`config.mk`:
```
export PLATFORM = sky130hd
export DESIGN_NAME = attr_bus_top
export DESIGN_NICKNAME = d
export VERILOG_FILES = /design/src/rtl/attr_pkg.sv /design/src/rtl/attr_strobe_delay.sv /design/src/rtl/attr_endpoint.sv /design/src/rtl/attr_ctrl.sv /design/src/rtl/attr_bus_top.sv
export SDC_FILE = /design/constraint.sdc
export NUM_CORES = 1
export LEC_CHECK = 0
export CORE_ASPECT_RATIO = 1.4
export CORE_MARGIN = 3
export CORE_UTILIZATION = 25
export CTS_CLUSTER_DIAMETER = 60
export DETAILED_ROUTE_END_ITERATION = 10
export HOLD_SLACK_MARGIN = 0.02
export PLACE_DENSITY = 0.4
export SETUP_SLACK_MARGIN = 0.4
export SLEW_MARGIN = 20
export SYNTH_ARGS = -nofsm -noshare
export SYNTH_HDL_FRONTEND = slang
export SYNTH_SLANG_ARGS = --single-unit
```
`constraint.sdc`:
```
create_clock -name clk -period 3.7 [get_ports clk]
set_input_delay 0.37 -clock clk [delete_from_list [all_inputs] [get_ports clk]]
set_output_delay 0.37 -clock clk [all_outputs]
set_load 0.05 [all_outputs]
```
`src/rtl/attr_pkg.sv`:
```
package attr_pkg;
    typedef enum logic [1:0] {
        C_IDLE,
        C_HEAD,
        C_DATA
    } ctrl_state_t;

    typedef enum logic [1:0] {
        E_HDR,
        E_WR,
        E_RD
    } ep_state_t;

    localparam logic [2:0] SEL_COMP = 3'd0;
    localparam logic [2:0] SEL_REG  = 3'd1;
    localparam logic [2:0] SEL_CNT  = 3'd2;
    localparam logic [2:0] SEL_DATA = 3'd3;
    localparam logic [2:0] SEL_CTRL = 3'd4;
endpackage

```
`src/rtl/attr_strobe_delay.sv`:
```
module attr_strobe_delay #(
    parameter int DLY = 2
) (
    input  logic clk,
    input  logic rst_n,
    input  logic d,
    output logic q
);
    generate
        if (DLY == 0) begin : g_wire
            assign q = d;
        end else begin : g_chain
            logic [DLY-1:0] stage_q;
            always_ff @(posedge clk or negedge rst_n) begin
                if (!rst_n) begin
                    stage_q <= '0;
                end else begin
                    stage_q[0] <= d;
                    for (int i = 1; i < DLY; i++) begin
                        stage_q[i] <= stage_q[i-1];
                    end
                end
            end
            assign q = stage_q[DLY-1];
        end
    endgenerate
endmodule

```
`src/rtl/attr_endpoint.sv`:
```
module attr_endpoint
    import attr_pkg::*;
#(
    parameter int NREG = 8,
    parameter int DW   = 16,
    parameter int MAXW = 4
) (
    input  logic          clk,
    input  logic          rst_n,
    input  logic          strb_d,
    input  logic [DW-1:0] bus_in,
    output logic [DW-1:0] rtn_out,
    input  logic          evt_src,
    output logic          evt_out
);
    localparam int RAW = $clog2(NREG);
    localparam int CW  = $clog2(MAXW + 1);

    ep_state_t         state_q, state_d;
    logic [RAW-1:0]    addr_q;
    logic [CW-1:0]     left_q;
    logic [DW-1:0]     regs_q [NREG];
    logic [DW-1:0]     rtn_q;
    logic              evt_q;
    logic [CW-1:0]     hdr_cnt;
    logic              hdr_dir;

    assign hdr_cnt = bus_in[RAW+CW-1:RAW];
    assign hdr_dir = bus_in[DW-1];

    always_comb begin
        state_d = state_q;
        unique case (state_q)
            E_HDR: if (strb_d && hdr_cnt != '0) state_d = hdr_dir ? E_RD : E_WR;
            E_WR:  if (strb_d && left_q == CW'(1)) state_d = E_HDR;
            E_RD:  if (strb_d && left_q == CW'(1)) state_d = E_HDR;
            default: state_d = E_HDR;
        endcase
    end

    always_ff @(posedge clk or negedge rst_n) begin
        if (!rst_n) state_q <= E_HDR;
        else        state_q <= state_d;
    end

    always_ff @(posedge clk or negedge rst_n) begin
        if (!rst_n) begin
            addr_q <= '0;
            left_q <= '0;
            rtn_q  <= '0;
            evt_q  <= 1'b0;
            for (int i = 0; i < NREG; i++) regs_q[i] <= '0;
        end else begin
            rtn_q <= '0;
            evt_q <= evt_src;
            if (strb_d) begin
                unique case (state_q)
                    E_HDR: begin
                        addr_q <= bus_in[RAW-1:0];
                        left_q <= hdr_cnt;
                    end
                    E_WR: begin
                        regs_q[addr_q] <= bus_in;
                        addr_q <= addr_q + RAW'(1);
                        left_q <= left_q - CW'(1);
                    end
                    E_RD: begin
                        rtn_q  <= regs_q[addr_q];
                        addr_q <= addr_q + RAW'(1);
                        left_q <= left_q - CW'(1);
                    end
                    default: ;
                endcase
            end
        end
    end

    assign rtn_out = rtn_q;
    assign evt_out = evt_q;

    // the return path carries data only in the cycle after a delayed strobe
    p_rtn_after_strobe_r5: assert property (@(posedge clk) disable iff (!rst_n)
        (rtn_q != '0) |-> $past(strb_d));
endmodule

```
`src/rtl/attr_ctrl.sv`:
```
module attr_ctrl
    import attr_pkg::*;
#(
    parameter int NCOMP = 4,
    parameter int NREG  = 8,
    parameter int DW    = 16,
    parameter int MAXW  = 4,
    parameter int HOLD  = 4,
    parameter int SAMP  = 3
) (
    input  logic                    clk,
    input  logic                    rst_n,
    input  logic                    cmd_we,
    input  logic [2:0]              cmd_sel,
    input  logic [DW-1:0]           cmd_wdata,
    input  logic [$clog2(MAXW)-1:0] rd_idx,
    input  logic                    evt_rd,
    output logic                    done,
    output logic [NCOMP-1:0]        evt_flags,
    output logic [DW-1:0]           rd_word,
    output logic [DW-1:0]           bus_out,
    output logic [NCOMP-1:0]        strb_out,
    input  logic [DW-1:0]           rtn_in,
    input  logic [NCOMP-1:0]        evt_in
);
    localparam int RAW = $clog2(NREG);
    localparam int CW  = $clog2(MAXW + 1);
    localparam int CAW = $clog2(NCOMP) + 1;
    localparam int HCW = $clog2(HOLD);
    localparam int IW  = $clog2(MAXW);

    ctrl_state_t       state_q, state_d;
    logic [CAW-1:0]    comp_q;
    logic [RAW-1:0]    reg_q;
    logic [CW-1:0]     cnt_q;
    logic [CW-1:0]     ptr_q;
    logic [DW-1:0]     buf_q [MAXW];
    logic [HCW-1:0]    hcnt_q;
    logic [CW-1:0]     widx_q;
    logic [CW-1:0]     n_q;
    logic              dir_q;
    logic [NCOMP-1:0]  tgt_q;
    logic [NCOMP-1:0]  strb_q;
    logic [DW-1:0]     bus_q;
    logic              done_q;
    logic [NCOMP-1:0]  flags_q;

    logic              host_ok;
    logic              start_ok;
    logic              last_slot;
    logic              more_words;
    logic [CW-1:0]     n_eff;
    logic [NCOMP-1:0]  sel_vec;
    logic [DW-1:0]     hdr_word;

    assign host_ok    = cmd_we && done_q;
    assign start_ok   = host_ok && (cmd_sel == SEL_CTRL) && cmd_wdata[0];
    assign last_slot  = (hcnt_q == HCW'(HOLD - 1));
    assign more_words = (state_q == C_HEAD) ? (n_q != '0) : (widx_q != n_q);
    assign n_eff      = (cnt_q > CW'(MAXW)) ? CW'(MAXW) : cnt_q;

    always_comb begin
        for (int i = 0; i < NCOMP; i++) sel_vec[i] = (comp_q == CAW'(i));
    end

    always_comb begin
        hdr_word                 = '0;
        hdr_word[RAW-1:0]        = reg_q;
        hdr_word[RAW+CW-1:RAW]   = n_eff;
        hdr_word[DW-1]           = cmd_wdata[1];
    end

    always_comb begin
        state_d = state_q;
        unique case (state_q)
            C_IDLE: if (start_ok) state_d = C_HEAD;
            C_HEAD: if (last_slot) state_d = (n_q == '0) ? C_IDLE : C_DATA;
            C_DATA: if (last_slot && widx_q == n_q) state_d = C_IDLE;
            default: state_d = C_IDLE;
        endcase
    end

    always_ff @(posedge clk or negedge rst_n) begin
        if (!rst_n) state_q <= C_IDLE;
        else        state_q <= state_d;
    end

    always_ff @(posedge clk or negedge rst_n) begin
        if (!rst_n) begin
            comp_q  <= '0;
            reg_q   <= '0;
            cnt_q   <= '0;
            ptr_q   <= '0;
            hcnt_q  <= '0;
            widx_q  <= '0;
            n_q     <= '0;
            dir_q   <= 1'b0;
            tgt_q   <= '0;
            strb_q  <= '0;
            bus_q   <= '0;
            done_q  <= 1'b1;
            flags_q <= '0;
            for (int i = 0; i < MAXW; i++) buf_q[i] <= '0;
        end else begin
            strb_q  <= '0;
            flags_q <= (evt_rd ? '0 : flags_q) | evt_in;
            if (host_ok) begin
                case (cmd_sel)
                    SEL_COMP: comp_q <= cmd_wdata[CAW-1:0];
                    SEL_REG:  reg_q  <= cmd_wdata[RAW-1:0];
                    SEL_CNT:  cnt_q  <= cmd_wdata[CW-1:0];
                    SEL_DATA: if (ptr_q < CW'(MAXW)) begin
                        buf_q[IW'(ptr_q)] <= cmd_wdata;
                        ptr_q <= ptr_q + CW'(1);
                    end
                    SEL_CTRL: if (cmd_wdata[0]) begin
                        dir_q  <= cmd_wdata[1];
                        n_q    <= n_eff;
                        widx_q <= '0;
                        hcnt_q <= '0;
                        bus_q  <= hdr_word;
                        tgt_q  <= sel_vec;
                        strb_q <= sel_vec;
                        done_q <= 1'b0;
                        ptr_q  <= '0;
                    end
                    default: ;
                endcase
            end
            if (state_q != C_IDLE) begin
                hcnt_q <= hcnt_q + HCW'(1);
                if (dir_q && state_q == C_DATA && hcnt_q == HCW'(SAMP)) begin
                    buf_q[IW'(widx_q - CW'(1))] <= rtn_in;
                end
                if (last_slot) begin
                    hcnt_q <= '0;
                    if (more_words) begin
                        widx_q <= widx_q + CW'(1);
                        bus_q  <= dir_q ? '0 : buf_q[IW'(widx_q)];
                        strb_q <= tgt_q;
                    end else begin
                        done_q <= 1'b1;
                    end
                end
            end
        end
    end

    assign done      = done_q;
    assign evt_flags = flags_q;
    assign rd_word   = buf_q[rd_idx];
    assign bus_out   = bus_q;
    assign strb_out  = strb_q;

    // never more than one component strobed
    p_strobe_onehot_r2: assert property (@(posedge clk) disable iff (!rst_n)
        $onehot0(strb_q));
    // host writes during a transfer leave the command set untouched
    p_ignore_busy_r7: assert property (@(posedge clk) disable iff (!rst_n)
        (cmd_we && !done_q) |=> ($stable(comp_q) && $stable(reg_q) &&
                                 $stable(cnt_q) && $stable(ptr_q)));
    // a bus word stays put for its whole hold window
    p_bus_hold_r3: assert property (@(posedge clk) disable iff (!rst_n)
        (state_q != C_IDLE && !last_slot) |=> $stable(bus_q));
    // done returns only at the end of a running transfer
    p_done_rise_r3: assert property (@(posedge clk) disable iff (!rst_n)
        $rose(done_q) |-> ($past(state_q) != C_IDLE));
    // a forwarded event is always captured in the flags
    p_evt_sticky_r8: assert property (@(posedge clk) disable iff (!rst_n)
        1'b1 |=> ((flags_q & $past(evt_in)) == $past(evt_in)));
endmodule

```
`src/rtl/attr_bus_top.sv`:
```
module attr_bus_top #(
    parameter int NCOMP = 4,
    parameter int NREG  = 8,
    parameter int DW    = 16,
    parameter int MAXW  = 4,
    parameter int HOLD  = 4,
    parameter int DLY   = 2
) (
    input  logic                    clk,
    input  logic                    rst_n,
    input  logic                    cmd_we,
    input  logic [2:0]              cmd_sel,
    input  logic [DW-1:0]           cmd_wdata,
    input  logic [$clog2(MAXW)-1:0] rd_idx,
    input  logic                    evt_rd,
    input  logic [NCOMP-1:0]        comp_evt,
    output logic                    done,
    output logic [NCOMP-1:0]        evt_flags,
    output logic [DW-1:0]           rd_word
);
    localparam int SAMP = DLY + 1;

    logic [DW-1:0]    shared_bus;
    logic [NCOMP-1:0] strb_raw;
    logic [NCOMP-1:0] strb_dly;
    logic [NCOMP-1:0] ep_evt;
    logic [DW-1:0]    rtn_each [NCOMP];
    logic [DW-1:0]    rtn_all;

    attr_ctrl #(
        .NCOMP(NCOMP), .NREG(NREG), .DW(DW),
        .MAXW(MAXW), .HOLD(HOLD), .SAMP(SAMP)
    ) u_ctrl (
        .clk       (clk),
        .rst_n     (rst_n),
        .cmd_we    (cmd_we),
        .cmd_sel   (cmd_sel),
        .cmd_wdata (cmd_wdata),
        .rd_idx    (rd_idx),
        .evt_rd    (evt_rd),
        .done      (done),
        .evt_flags (evt_flags),
        .rd_word   (rd_word),
        .bus_out   (shared_bus),
        .strb_out  (strb_raw),
        .rtn_in    (rtn_all),
        .evt_in    (ep_evt)
    );

    generate
        for (genvar g = 0; g < NCOMP; g++) begin : g_comp
            attr_strobe_delay #(.DLY(DLY)) u_dly (
                .clk   (clk),
                .rst_n (rst_n),
                .d     (strb_raw[g]),
                .q     (strb_dly[g])
            );
            attr_endpoint #(.NREG(NREG), .DW(DW), .MAXW(MAXW)) u_ep (
                .clk     (clk),
                .rst_n   (rst_n),
                .strb_d  (strb_dly[g]),
                .bus_in  (shared_bus),
                .rtn_out (rtn_each[g]),
                .evt_src (comp_evt[g]),
                .evt_out (ep_evt[g])
            );
        end
    endgenerate

    always_comb begin
        rtn_all = '0;
        for (int i = 0; i < NCOMP; i++) rtn_all = rtn_all | rtn_each[i];
    end
endmodule

```
==> summary.txt <==
routed wire length -> 101 mm
root buffer cell -> clkbuf_16
GRT Util Overall -> 0.148
row count -> 156
DIE AREA -> 136,000 um2
Fmax -> 350 MHz
Syn Area/Cell -> 13.8 um2
total gr overflow -> 0
Util after Layout -> 0.295
Port-buffer cells -> 49
pin count of the biggest net entering global routing -> 99
critical path type -> in -> out
Synth Register Bits -> 736
setup TNS -> 0 ns
Max Slew Vio Count -> 0
P_leak -> 18.1 nW
worst-skew pair later-pin latency -> 0.66 ns
final setup violation count -> 0
Primary FF master, synth -> dfrtp_1
Worst Tran Pin Value -> 1.11 ns
final HPWL from detailed placement -> 63.4 mm
critical path peak fanout -> 9
initial antenna violation count -> 5
CTS Buf Count -> 85
Starting Density -> 0.253
peak supply drop -> 0.000342 V
Final ANT Viol Nets -> 0
Power Dens Cells -> 589 nW/um2
Die X -> 312 um
Post-CTS Setup Inserts -> 0
dpl ws -> 0.800 ns
status -> finished clean
syn nets -> 2,433
filler cell count -> 13,000
worst path arrival time -> 2.48 ns
Synth cell types -> 59
yosys warns -> 0
P&R area growth vs syn -> 16.6%
DR WL/cell -> 24.1 um
Slew HR -> 0.263
H-Tree Depth -> 3
Final #Nets -> 2,465
final RePlAce weighted congestion -> 0.734
final hold vios -> 0
1st-iter DRT viols -> 1,268
clock skew -> 0.0285 ns
CTS Buffer Depth -> 3
first-pass GRT wire length -> 150 mm
RSZ-0062 raised after global routing -> no
vias per std cell -> 4.83
CORE AREA -> 130,000 um2
Worst setup EP type -> primary output
detailed-route via count -> 20,300
Worst R2R Path Depth -> 5
Clock transition at path regs -> 0.05 ns
Critical Path Start Type -> input port
number of synthesized flops with an enable pin -> 0
# IOs -> 50
hold depth -> 1
async set-reset flop share out of synthesis -> 1.00
Cell Area, Synth -> 32,800 um2
Initial DRT Pass Iterations -> 4
proportion of layout cells with a drive suffix above 1 -> 0.339
Die H -> 434 um
max cap viols -> 0
Req. time, crit path -> 3.33 ns
vias in the first global route -> 21,800
post-synthesis sequential area ratio -> 0.562
period utilization -> 0.771
TritonCTS clock tree -> done
CTS sink count -> 736
fin crit period -> 2.85 ns
final worst slack -> 0.846 ns
Syn Inst Count -> 2,367
Hold Path Class -> in -> reg
# DRC -> 0
==> worst paths after layout <==
kind | endpoint | slack (ns) | startpoint
max in group asynchronous | g_comp[3].u_ep.regs_q[15] | 2.15 | rst_n
hold reg to reg | g_comp[0].u_dly.g_chain.stage_q[1] | 0.36 | g_comp[0].u_dly.g_chain.stage_q[0]
setup reg to reg | g_comp[1].u_ep.regs_q[127] | 1.25 | g_comp[1].u_ep.addr_q[1]
setup / recovery | rd_word[7] | 0.85 | rd_idx[1]
min in group asynchronous | u_ctrl.n_q[0] | 0.36 | rst_n
hold / removal | g_comp[3].u_ep.evt_out | 0.15 | comp_evt[3]
==> cell usage after synthesis, types with 4 or more instances <==
| cell type | n | share of area |
|---|---|---|
| clkbuf_1 | 108 | 0.012 |
| a41oi_1 | 22 | 0.0059 |
| inv_1 | 33 | 0.0038 |
| nand3_1 | 10 | 0.0015 |
| nand2_1 | 48 | 0.0055 |
| nand2b_1 | 26 | 0.0050 |
| a221oi_1 | 42 | 0.011 |
| dfrtp_1 | 735 | 0.56 |
| nor4_1 | 18 | 0.0034 |
| mux2i_1 | 165 | 0.050 |
| mux2_4 | 10 | 0.0046 |
| a22o_1 | 44 | 0.012 |
| mux2_1 | 12 | 0.0041 |
| o21ai_0 | 39 | 0.0060 |
| a21oi_1 | 10 | 0.0015 |
| buf_6 | 6 | 0.0021 |
| nor3b_2 | 11 | 0.0042 |
| o22a_1 | 4 | 0.0011 |
| a21o_1 | 8 | 0.0018 |
| buf_1 | 5 | 0.00057 |
| and3_1 | 39 | 0.0074 |
| nor2_1 | 10 | 0.0011 |
| mux4_2 | 32 | 0.022 |
| nor2b_1 | 12 | 0.0023 |
| ha_1 | 37 | 0.014 |
| buf_2 | 66 | 0.010 |
| and3b_1 | 4 | 0.0011 |
| nor3_2 | 5 | 0.0015 |
| buf_4 | 30 | 0.0069 |
| a22oi_1 | 177 | 0.041 |
| nand2_2 | 4 | 0.00076 |
| mux2_2 | 505 | 0.17 |
| a31oi_1 | 46 | 0.0088 |
==> worst max-delay path, stage by stage <==
cell and delay, ns:
clkdlybuf4s50_1 0.76, buf_4 0.30, mux4_2 0.33, clkdlybuf4s50_1 0.72
==> through the flow <==
step	cells	hold slack [ns]	area [um2]	power, mW
after global placement	4049	0.348	35300	13.9
after CTS	4201	0.0838	38200	22.9
after detailed placement	4049	0.343	35300	14.1
after floorplan	2367	0.0744	32800	11.9
after global routing	4201	0.128	38200	23.6
final	4202	0.150	38200	22.5
==> cells by family (layout without fill, tap and decap cells) <==
family / after synthesis / after routing / share of synthesized area
buffers and inverters: 250 / 346 / 0.0360
other: 0 / 1 / 0
adders and majority gates: 37 / 37 / 0.0141
and+or+nand+nor: 214 / 214 / 0.0412
DFF: 736 / 736 / 0.562
AOI/OAI and AO/OA: 403 / 403 / 0.0913
muxes: 724 / 724 / 0.255
xor gates and xnor gates: 3 / 3 / 0.000802
==> placed cells by master, fill, tap and decap left out, drive strengths merged, types with 3 or more instances in the layout <==
| cell | n |
|---|---|
| a21o | 8 |
| a21oi | 10 |
| a221oi | 42 |
| a22o | 44 |
| a22oi | 177 |
| a31oi | 46 |
| a41oi | 22 |
| and3 | 40 |
| and3b | 4 |
| buf | 111 |
| bufinv | 8 |
| clkbuf | 121 |
| clkdlybuf4s50 | 48 |
| clkinv | 18 |
| dfrtp | 735 |
| ha | 37 |
| inv | 37 |
| mux2 | 527 |
| mux2i | 165 |
| mux4 | 32 |
| nand2 | 52 |
| nand2b | 26 |
| nand3 | 13 |
| nand3b | 3 |
| nand4 | 3 |
| nor2 | 10 |
| nor2b | 12 |
| nor3 | 8 |
| nor3b | 13 |
| nor4 | 18 |
| nor4b | 3 |
| o21ai | 40 |
| o22a | 4 |
| or3 | 3 |
| xor2 | 3 |
==> flip-flops by register name, indices dropped and copies added, names as in the netlist <==
name,cells
g_comp.u_dly.g_chain.stage_q,8
g_comp.u_ep.addr_q,12
g_comp.u_ep.evt_out,4
g_comp.u_ep.left_q,12
g_comp.u_ep.regs_q,512
g_comp.u_ep.rtn_out,64
g_comp.u_ep.state_q,8
u_ctrl.buf_q,64
u_ctrl.bus_out,16
u_ctrl.cnt_q,3
u_ctrl.comp_q,3
u_ctrl.dir_q,1
u_ctrl.done,1
u_ctrl.evt_flags,4
u_ctrl.hcnt_q,2
u_ctrl.n_q,3
u_ctrl.ptr_q,3
u_ctrl.reg_q,3
u_ctrl.state_q,2
u_ctrl.strb_out,4
u_ctrl.tgt_q,4
u_ctrl.widx_q,3
==> power by group <==
part / internal (mW) / switching [mW] / total [mW] / leakage, nW
logic: 1.39 / 2.86 / 4.25 / 6.83
registers: 8.58 / 1.04 / 9.62 / 9.86
clock network: 5.17 / 3.49 / 8.66 / 1.41
total: 15.1 / 7.38 / 22.5 / 18.1
==> per-layer routing <==
| metal | routed length (um) | part of all wire | track usage |
|---|---|---|---|
| met1 | 42400 | 0.42 | 0.178 |
| met2 | 53600 | 0.53 | 0.277 |
| met3 | 3360 | 0.033 | 0.0192 |
| met4 | 2000 | 0.020 | 0.0429 |
| met5 | 0 | 0 | 0 |
==> layout make-up <==
class	count	area [um2]	share of cell area
antenna	1	2.50	0.0000655
clock buffer	121	2450	0.0642
clock inverter	30	407	0.0106
inverter	35	131	0.00344
multi-input combinational	1381	13200	0.345
sequential	736	18400	0.482
tap	1738	2170	0.0569
timing repair buffer	160	1430	0.0375
==> what timing repair did <==
action	4_1_cts	5_1_grt
hold buffers	1	0
endpoints found under the hold margin	76	0
endpoints found under the setup margin	0	0
gates resized for setup	0	0
Power figures use the tool's default switching activity.
